File: src/rtl/cset_pkg.sv
package cset_pkg;
    localparam int PORTS   = 5;
    localparam int PORT_W  = 3;
    localparam int PLANE_W = 2;
    localparam int DEST_W  = 4;
    localparam int COORD_W = DEST_W / 2;

    typedef enum logic [PORT_W-1:0] {
        P_LOCAL = 3'd0,
        P_NORTH = 3'd1,
        P_EAST  = 3'd2,
        P_SOUTH = 3'd3,
        P_WEST  = 3'd4
    } port_e;

    typedef struct packed {
        logic [PORT_W-1:0]  port;
        logic [PLANE_W-1:0] plane;
        logic [DEST_W-1:0]  dest;
    } setup_pkt_t;

    typedef struct packed {
        logic              vld;
        logic [PORT_W-1:0] src;
    } entry_t;
endpackage

File: src/rtl/cset_fifo.sv
module cset_fifo #(
    parameter  int W     = 9,
    parameter  int DEPTH = 4,
    localparam int PTR_W = $clog2(DEPTH),
    localparam int CNT_W = $clog2(DEPTH + 1)
) (
    input  logic             clk,
    input  logic             rst_n,
    input  logic             push,
    input  logic [W-1:0]     din,
    input  logic             pop,
    output logic [W-1:0]     dout,
    output logic [CNT_W-1:0] count
);
    logic [W-1:0]     mem [DEPTH];
    logic [PTR_W-1:0] wr_ptr, rd_ptr;

    always_ff @(posedge clk) begin
        if (push) mem[wr_ptr] <= din;
    end

    always_ff @(posedge clk or negedge rst_n) begin
        if (!rst_n) begin
            wr_ptr <= '0;
            rd_ptr <= '0;
            count  <= '0;
        end else begin
            if (push) wr_ptr <= wr_ptr + 1'b1;
            if (pop)  rd_ptr <= rd_ptr + 1'b1;
            unique case ({push, pop})
                2'b10:   count <= count + 1'b1;
                2'b01:   count <= count - 1'b1;
                default: count <= count;
            endcase
        end
    end

    assign dout = mem[rd_ptr];
endmodule

File: src/rtl/cset_xy_route.sv
module cset_xy_route
    import cset_pkg::*;
#(
    parameter int LOC_X = 1,
    parameter int LOC_Y = 2
) (
    input  logic [DEST_W-1:0] dest,
    output port_e             port
);
    logic [COORD_W-1:0] dx, dy;

    always_comb begin
        dx = dest[COORD_W-1:0];
        dy = dest[DEST_W-1:COORD_W];
        if (dx > COORD_W'(LOC_X))      port = P_EAST;
        else if (dx < COORD_W'(LOC_X)) port = P_WEST;
        else if (dy > COORD_W'(LOC_Y)) port = P_NORTH;
        else if (dy < COORD_W'(LOC_Y)) port = P_SOUTH;
        else                           port = P_LOCAL;
    end
endmodule

File: src/rtl/cset_table.sv
module cset_table
    import cset_pkg::*;
#(
    parameter int N_PLANES = 4
) (
    input  logic               clk,
    input  logic               rst_n,
    input  logic               wr_en,
    input  logic [PLANE_W-1:0] wr_plane,
    input  logic [PORT_W-1:0]  wr_out,
    input  logic [PORT_W-1:0]  wr_src,
    output entry_t             occ,
    input  logic [PLANE_W-1:0] lk_plane,
    input  logic [PORT_W-1:0]  lk_out,
    output entry_t             lk
);
    entry_t ent [N_PLANES][PORTS];

    for (genvar p = 0; p < N_PLANES; p++) begin : g_plane
        for (genvar o = 0; o < PORTS; o++) begin : g_out
            always_ff @(posedge clk or negedge rst_n) begin
                if (!rst_n) begin
                    ent[p][o] <= '0;
                end else if (wr_en && int'(wr_plane) == p) begin
                    if (int'(wr_out) == o)
                        ent[p][o] <= '{vld: 1'b1, src: wr_src};
                    else if (ent[p][o].vld && ent[p][o].src == wr_src)
                        ent[p][o].vld <= 1'b0;
                end
            end
        end
    end

    always_comb begin
        occ = '0;
        lk  = '0;
        for (int p = 0; p < N_PLANES; p++) begin
            for (int o = 0; o < PORTS; o++) begin
                if (int'(wr_plane) == p && int'(wr_out) == o) occ = ent[p][o];
                if (int'(lk_plane) == p && int'(lk_out) == o) lk  = ent[p][o];
            end
        end
    end
endmodule

File: src/rtl/circuit_setup_table.sv
module circuit_setup_table
    import cset_pkg::*;
#(
    parameter  int N_PLANES   = 4,
    parameter  int FIFO_DEPTH = 4,
    parameter  int LOC_X      = 1,
    parameter  int LOC_Y      = 2,
    localparam int PKT_W      = $bits(setup_pkt_t),
    localparam int CNT_W      = $clog2(FIFO_DEPTH + 1)
) (
    input  logic               clk,
    input  logic               rst_n,
    input  logic               in_valid_i,
    output logic               in_ready_o,
    input  logic [PORT_W-1:0]  in_port_i,
    input  logic [PLANE_W-1:0] in_plane_i,
    input  logic [DEST_W-1:0]  in_dest_i,
    output logic               fwd_valid_o,
    output logic [PORT_W-1:0]  fwd_port_o,
    output logic [PLANE_W-1:0] fwd_plane_o,
    output logic [DEST_W-1:0]  fwd_dest_o,
    output logic               teardown_o,
    input  logic [PLANE_W-1:0] lk_plane_i,
    input  logic [PORT_W-1:0]  lk_out_i,
    output logic               lk_valid_o,
    output logic [PORT_W-1:0]  lk_src_o
);
    typedef enum logic {ST_IDLE, ST_COMMIT} state_e;

    state_e      state_q, state_d;
    setup_pkt_t  hold_q, q_head;
    logic [CNT_W-1:0] q_count;
    logic        q_push, q_pop, in_range, wr_en;
    port_e       route_port;
    entry_t      occ, lk;

    assign in_ready_o = (q_count != CNT_W'(FIFO_DEPTH));
    assign q_push     = in_valid_i && in_ready_o;
    assign q_pop      = (state_q == ST_IDLE) && (q_count != '0);
    assign in_range   = int'(hold_q.plane) < N_PLANES;

    cset_fifo #(.W(PKT_W), .DEPTH(FIFO_DEPTH)) u_queue (
        .clk   (clk),
        .rst_n (rst_n),
        .push  (q_push),
        .din   ({in_port_i, in_plane_i, in_dest_i}),
        .pop   (q_pop),
        .dout  (q_head),
        .count (q_count)
    );

    cset_xy_route #(.LOC_X(LOC_X), .LOC_Y(LOC_Y)) u_route (
        .dest (hold_q.dest),
        .port (route_port)
    );

    cset_table #(.N_PLANES(N_PLANES)) u_table (
        .clk      (clk),
        .rst_n    (rst_n),
        .wr_en    (wr_en),
        .wr_plane (hold_q.plane),
        .wr_out   (route_port),
        .wr_src   (hold_q.port),
        .occ      (occ),
        .lk_plane (lk_plane_i),
        .lk_out   (lk_out_i),
        .lk       (lk)
    );

    // Next-state logic for the controller
    always_comb begin
        state_d = state_q;
        unique case (state_q)
            ST_IDLE:   if (q_pop) state_d = ST_COMMIT;   // IDLE_TO_COMMIT
            ST_COMMIT: state_d = ST_IDLE;                // COMMIT_TO_IDLE
        endcase
    end

    // State register and held packet
    always_ff @(posedge clk or negedge rst_n) begin
        if (!rst_n) begin
            state_q <= ST_IDLE;
            hold_q  <= '0;
        end else begin
            state_q <= state_d;
            if (q_pop) hold_q <= q_head;
        end
    end

    // Outputs
    always_comb begin
        fwd_valid_o = 1'b0;
        wr_en       = 1'b0;
        teardown_o  = 1'b0;
        unique case (state_q)
            ST_IDLE: ;
            ST_COMMIT: begin
                fwd_valid_o = 1'b1;
                wr_en       = in_range;
                teardown_o  = in_range && occ.vld && (occ.src != hold_q.port);
            end
        endcase
        fwd_port_o  = route_port;
        fwd_plane_o = hold_q.plane;
        fwd_dest_o  = hold_q.dest;
        lk_valid_o  = lk.vld;
        lk_src_o    = lk.src;
    end
endmodule

File: config.mk
export PLATFORM = sky130hd
export DESIGN_NAME = circuit_setup_table
export DESIGN_NICKNAME = d
export VERILOG_FILES = /design/src/rtl/cset_pkg.sv /design/src/rtl/cset_fifo.sv /design/src/rtl/cset_xy_route.sv /design/src/rtl/cset_table.sv /design/src/rtl/circuit_setup_table.sv
export SDC_FILE = /design/constraint.sdc
export NUM_CORES = 1
export LEC_CHECK = 0
export ABC_AREA = 1
export CORE_MARGIN = 2
export CORE_UTILIZATION = 60
export CTS_CLUSTER_SIZE = 24
export DETAILED_ROUTE_END_ITERATION = 10
export PLACE_DENSITY = 0.79
export SLEW_MARGIN = 0
export SYNTH_ARGS = -nofsm -noshare
export SYNTH_HDL_FRONTEND = slang
export SYNTH_SLANG_ARGS = --single-unit
File: constraint.sdc
create_clock -name clk -period 3.7 [get_ports clk]
set_input_delay 0.74 -clock clk [delete_from_list [all_inputs] [get_ports clk]]
set_output_delay 0.74 -clock clk [all_outputs]
set_load 0.005 [all_outputs]
==> summary.txt <==
status = finished, violations left
failing checks = setup timing
Area Overhead vs Synth = 22.78%
Port-buffer cells = 32
critical-path maximum fanout = 6
clk root buf = clkbuf_16
H-tree depth = 4
initial antenna violation count = 0
I/O pins = 33
GP Congestion = 0.9911
worst hold slack = 0.1952 ns
Worst IR Drop VDD = 743.8 uV
most frequent cells in the layout = nand2_1 (270), o21ai_0 (105), inv_1 (94)
number of global-route vias before repair = 6484
Final setup viols = 1
via count = 6773
First-pass DRT Iterations = 6
Least-Margin Pin Slew = 0.9143 ns
Ys Warns = 0
Starting Density = 61.62%
r2r endpoint = u_queue.count[2]$_DFFE_PN0P_
Worst-Skew Late Latency = 0.44 ns
diode count = 0
leakage power = 4.013 nW
clk sink count = 133
Post-CTS Hold Fix Bufs = 0
Clk pin slew, worst setup/hold paths = 0.06 ns
Slew headroom = 38.82%
Critical Path End = teardown_o
Seq/Total Area, Yosys = 47.21%
CTS Buf Count = 17
DIE HEIGHT = 115.3 um
pin count of the biggest net entering global routing = 38
Sequential Power Share = 34.9%
Rows = 40
Max Freq = 0.2694 GHz
period utilization = 100.3%
Pwr Total = 7.832 mW
Unique masters post-synth = 39
max-cap violation count = 0
Wirelength per Cell = 17.08 um
Worst setup EP type = primary output
grt total ovfl = 0
Tot GR Track Use = 33.47%
Max clock buf depth = 2
commonest non-fill, non-tap cell in the layout = nand2_1
Internal Power = 4.410 mW
Final Net Count = 1062
RR Startpoint = u_queue.count[0]$_DFFE_PN0P_
Area after DPL = 8274 um2
syn nets = 968
layout cells sized above 1 = 16.73%
post-route insts no fill = 1220
Hold WC Path Type = input port to asynchronous set/reset pin
Die Wd = 115.3 um
Switching Fraction = 43.69%
Routed WL = 20840 um
clock power share = 22.2%
Comb power frac = 42.9%
pwr/cell area = 858.3 nW/um2
Post-DP HPWL = 14420 um
TritonCTS clock tree = done
reg2reg path depth = 9
worst setup path start = fwd_plane_o[1]$_DFFE_PN0P_
WP data required = 2.96 ns
RSZ-0062 raised after global routing = true
Gate Count Post-Synth = 945
Setup crit start kind = register
Setup CP Type = register to primary output
Final Instance Area = 9125 um2
minimum clock period = 3.712 ns
R2R setup slack = 1.44 ns
core footprint = 12060 um2
initial drt markers = 799
worst slack at placement = -0.5073 ns
DR vias/cell = 5.552
first-pass GRT wire length = 33310 um
Final Hold Viols = 0
DRC = 0
Setup Skew = 0.007413 ns
placed cell count = 1176
average cell area after synthesis = 7.865 um2
worst setup margin = -0.01178 ns
Worst Path Arrival = 2.97 ns
switching pwr = 3.421 mW
synthesized area = 7432 um2
post-route ant nets = 0
die area = 13290 um2
synthesis-stage register bit count = 133
Final Max Tran Viols = 0
[routing by layer]
layer	share of wire, %	up-vias	GRT usage, %
met3	6.6	60	8.065
met2	47	283	53.45
met1	42	3166	43.52
met5	0	-	0
li1	-	3264	-
met4	3.6	0	15.18
[power groups by stage]
stage / Sequential [mW] / Clock, mW / Combinational, mW
detailed placement: 2.72 / 0 / 3.14
finish: 2.74 / 1.74 / 3.36
CTS: 2.71 / 1.75 / 3.28
floorplan: 2.41 / 0 / 2.27
global route: 2.79 / 1.83 / 3.72
global placement: 2.72 / 0 / 3.06
[kinds of logic (layout without fill, tap and decap cells)]
| family | after synthesis | count (layout) | share of synthesized area, % |
|---|---|---|---|
| AND/OR/NAND/NOR | 441 | 441 | 24.85 |
| AO/OA/AOI/OAI | 172 | 172 | 12.83 |
| buffers and inverters | 137 | 244 | 7.407 |
| flip-flops | 133 | 133 | 47.21 |
| XOR/XNOR | 56 | 56 | 6.599 |
| adder cells (fa/ha/maj) | 6 | 6 | 1.111 |
[sequential cells by signal (all words and copies together) (netlist names)]
register	count
u_table.ent	80
u_queue.mem	36
fwd_dest_o	4
hold_q	3
u_queue.count	3
fwd_plane_o	2
u_queue.rd_ptr	2
u_queue.wr_ptr	2
state_q	1
[cells in the mapped netlist]
master | n | share of area (%)
nand2_1 | 273 | 14
o21ai_0 | 111 | 7.5
inv_1 | 99 | 5.0
dfrtp_1 | 97 | 33
nor2_1 | 94 | 4.7
edfxtp_1 | 36 | 15
xnor2_1 | 32 | 3.8
xor2_1 | 24 | 2.8
a21oi_1 | 22 | 1.5
nand3_1 | 22 | 1.5
nand4_1 | 20 | 1.7
o22ai_1 | 18 | 1.5
clkbuf_1 | 17 | 0.86
o41ai_1 | 12 | 1.4
or2_2 | 9 | 0.76
buf_4 | 6 | 0.61
inv_2 | 6 | 0.30
ha_1 | 5 | 0.84
nor3_1 | 5 | 0.34
nor2_2 | 4 | 0.34
nor2_4 | 4 | 0.61
buf_2 | 3 | 0.20
nand2_2 | 3 | 0.25
o2111ai_1 | 3 | 0.35
or2_0 | 3 | 0.25
buf_1 | 2 | 0.10
clkinv_1 | 2 | 0.10
o211ai_1 | 2 | 0.20
a221oi_1 | 1 | 0.12
a31oi_1 | 1 | 0.084
buf_6 | 1 | 0.15
fa_1 | 1 | 0.27
inv_4 | 1 | 0.084
nand3_2 | 1 | 0.13
nand3b_1 | 1 | 0.10
nand4_4 | 1 | 0.29
nor4_1 | 1 | 0.084
o21ai_1 | 1 | 0.067
o221ai_1 | 1 | 0.12
[layout make-up]
type                            instances  area [um2]
Sequential cell                       133        3515
Fill cell                             883        2937
Clock buffer                           17       425.4
Inverter                              108       407.9
Clock inverter                         15       185.2
Timing Repair Buffer                  104       839.6
Multi-Input combinational cell        675        3542
Tap cell                              168       210.2
[through the flow]
stage	setup TNS, ns	util, %
2_1_floorplan	0	-
3_3_place_gp	-1.698	68.60
3_5_place_dp	-1.784	68.60
4_1_cts	0	74.77
5_1_grt	-0.2444	75.65
6_report	-0.01178	75.65
[repair_timing]
| action | 4_1_cts | 5_1_grt |
|---|---|---|
| endpoints found under the setup margin | 5 | 5 |
| gates resized for setup | 47 | 32 |
| buffers inserted | 8 | 4 |
| pin swaps | 19 | 21 |
[how the worst min path moves through the flow]
stage | start | end | slack (ns)
after floorplan | rst_n | fwd_dest_o[0]$_DFFE_PN0P_ | 0.44
after global placement | u_queue.count[0]$_DFFE_PN0P_ | u_queue.count[0]$_DFFE_PN0P_ | 0.47
after detailed placement | u_queue.count[0]$_DFFE_PN0P_ | u_queue.count[0]$_DFFE_PN0P_ | 0.47
after CTS | rst_n | u_table.ent[67]$_DFFE_PN0P_ | 0.20
after global routing | rst_n | u_table.ent[76]$_DFFE_PN0P_ | 0.21
final | rst_n | u_table.ent[77]$_DFFE_PN0P_ | 0.20
[critical path: stages (launching register included)]
cell,delay (ns)
dfrtp_2,0.44
nor2_4,0.21
buf_4,0.15
nand2_2,0.10
or2_2,0.29
nand2_1,0.07
nand2_1,0.07
nand2_1,0.06
nand3_1,0.06
nand2_1,0.07
nand4_1,0.11
nor2_1,0.13
nand4_1,0.13
nand2_1,0.11
nand2_1,0.07
nand2_1,0.06
nand2_1,0.04
nand2_1,0.07
nor2_1,0.04
nor2_1,0.13
buf_2,0.13
No activity file was read; power rests on OpenSTA's default activity.
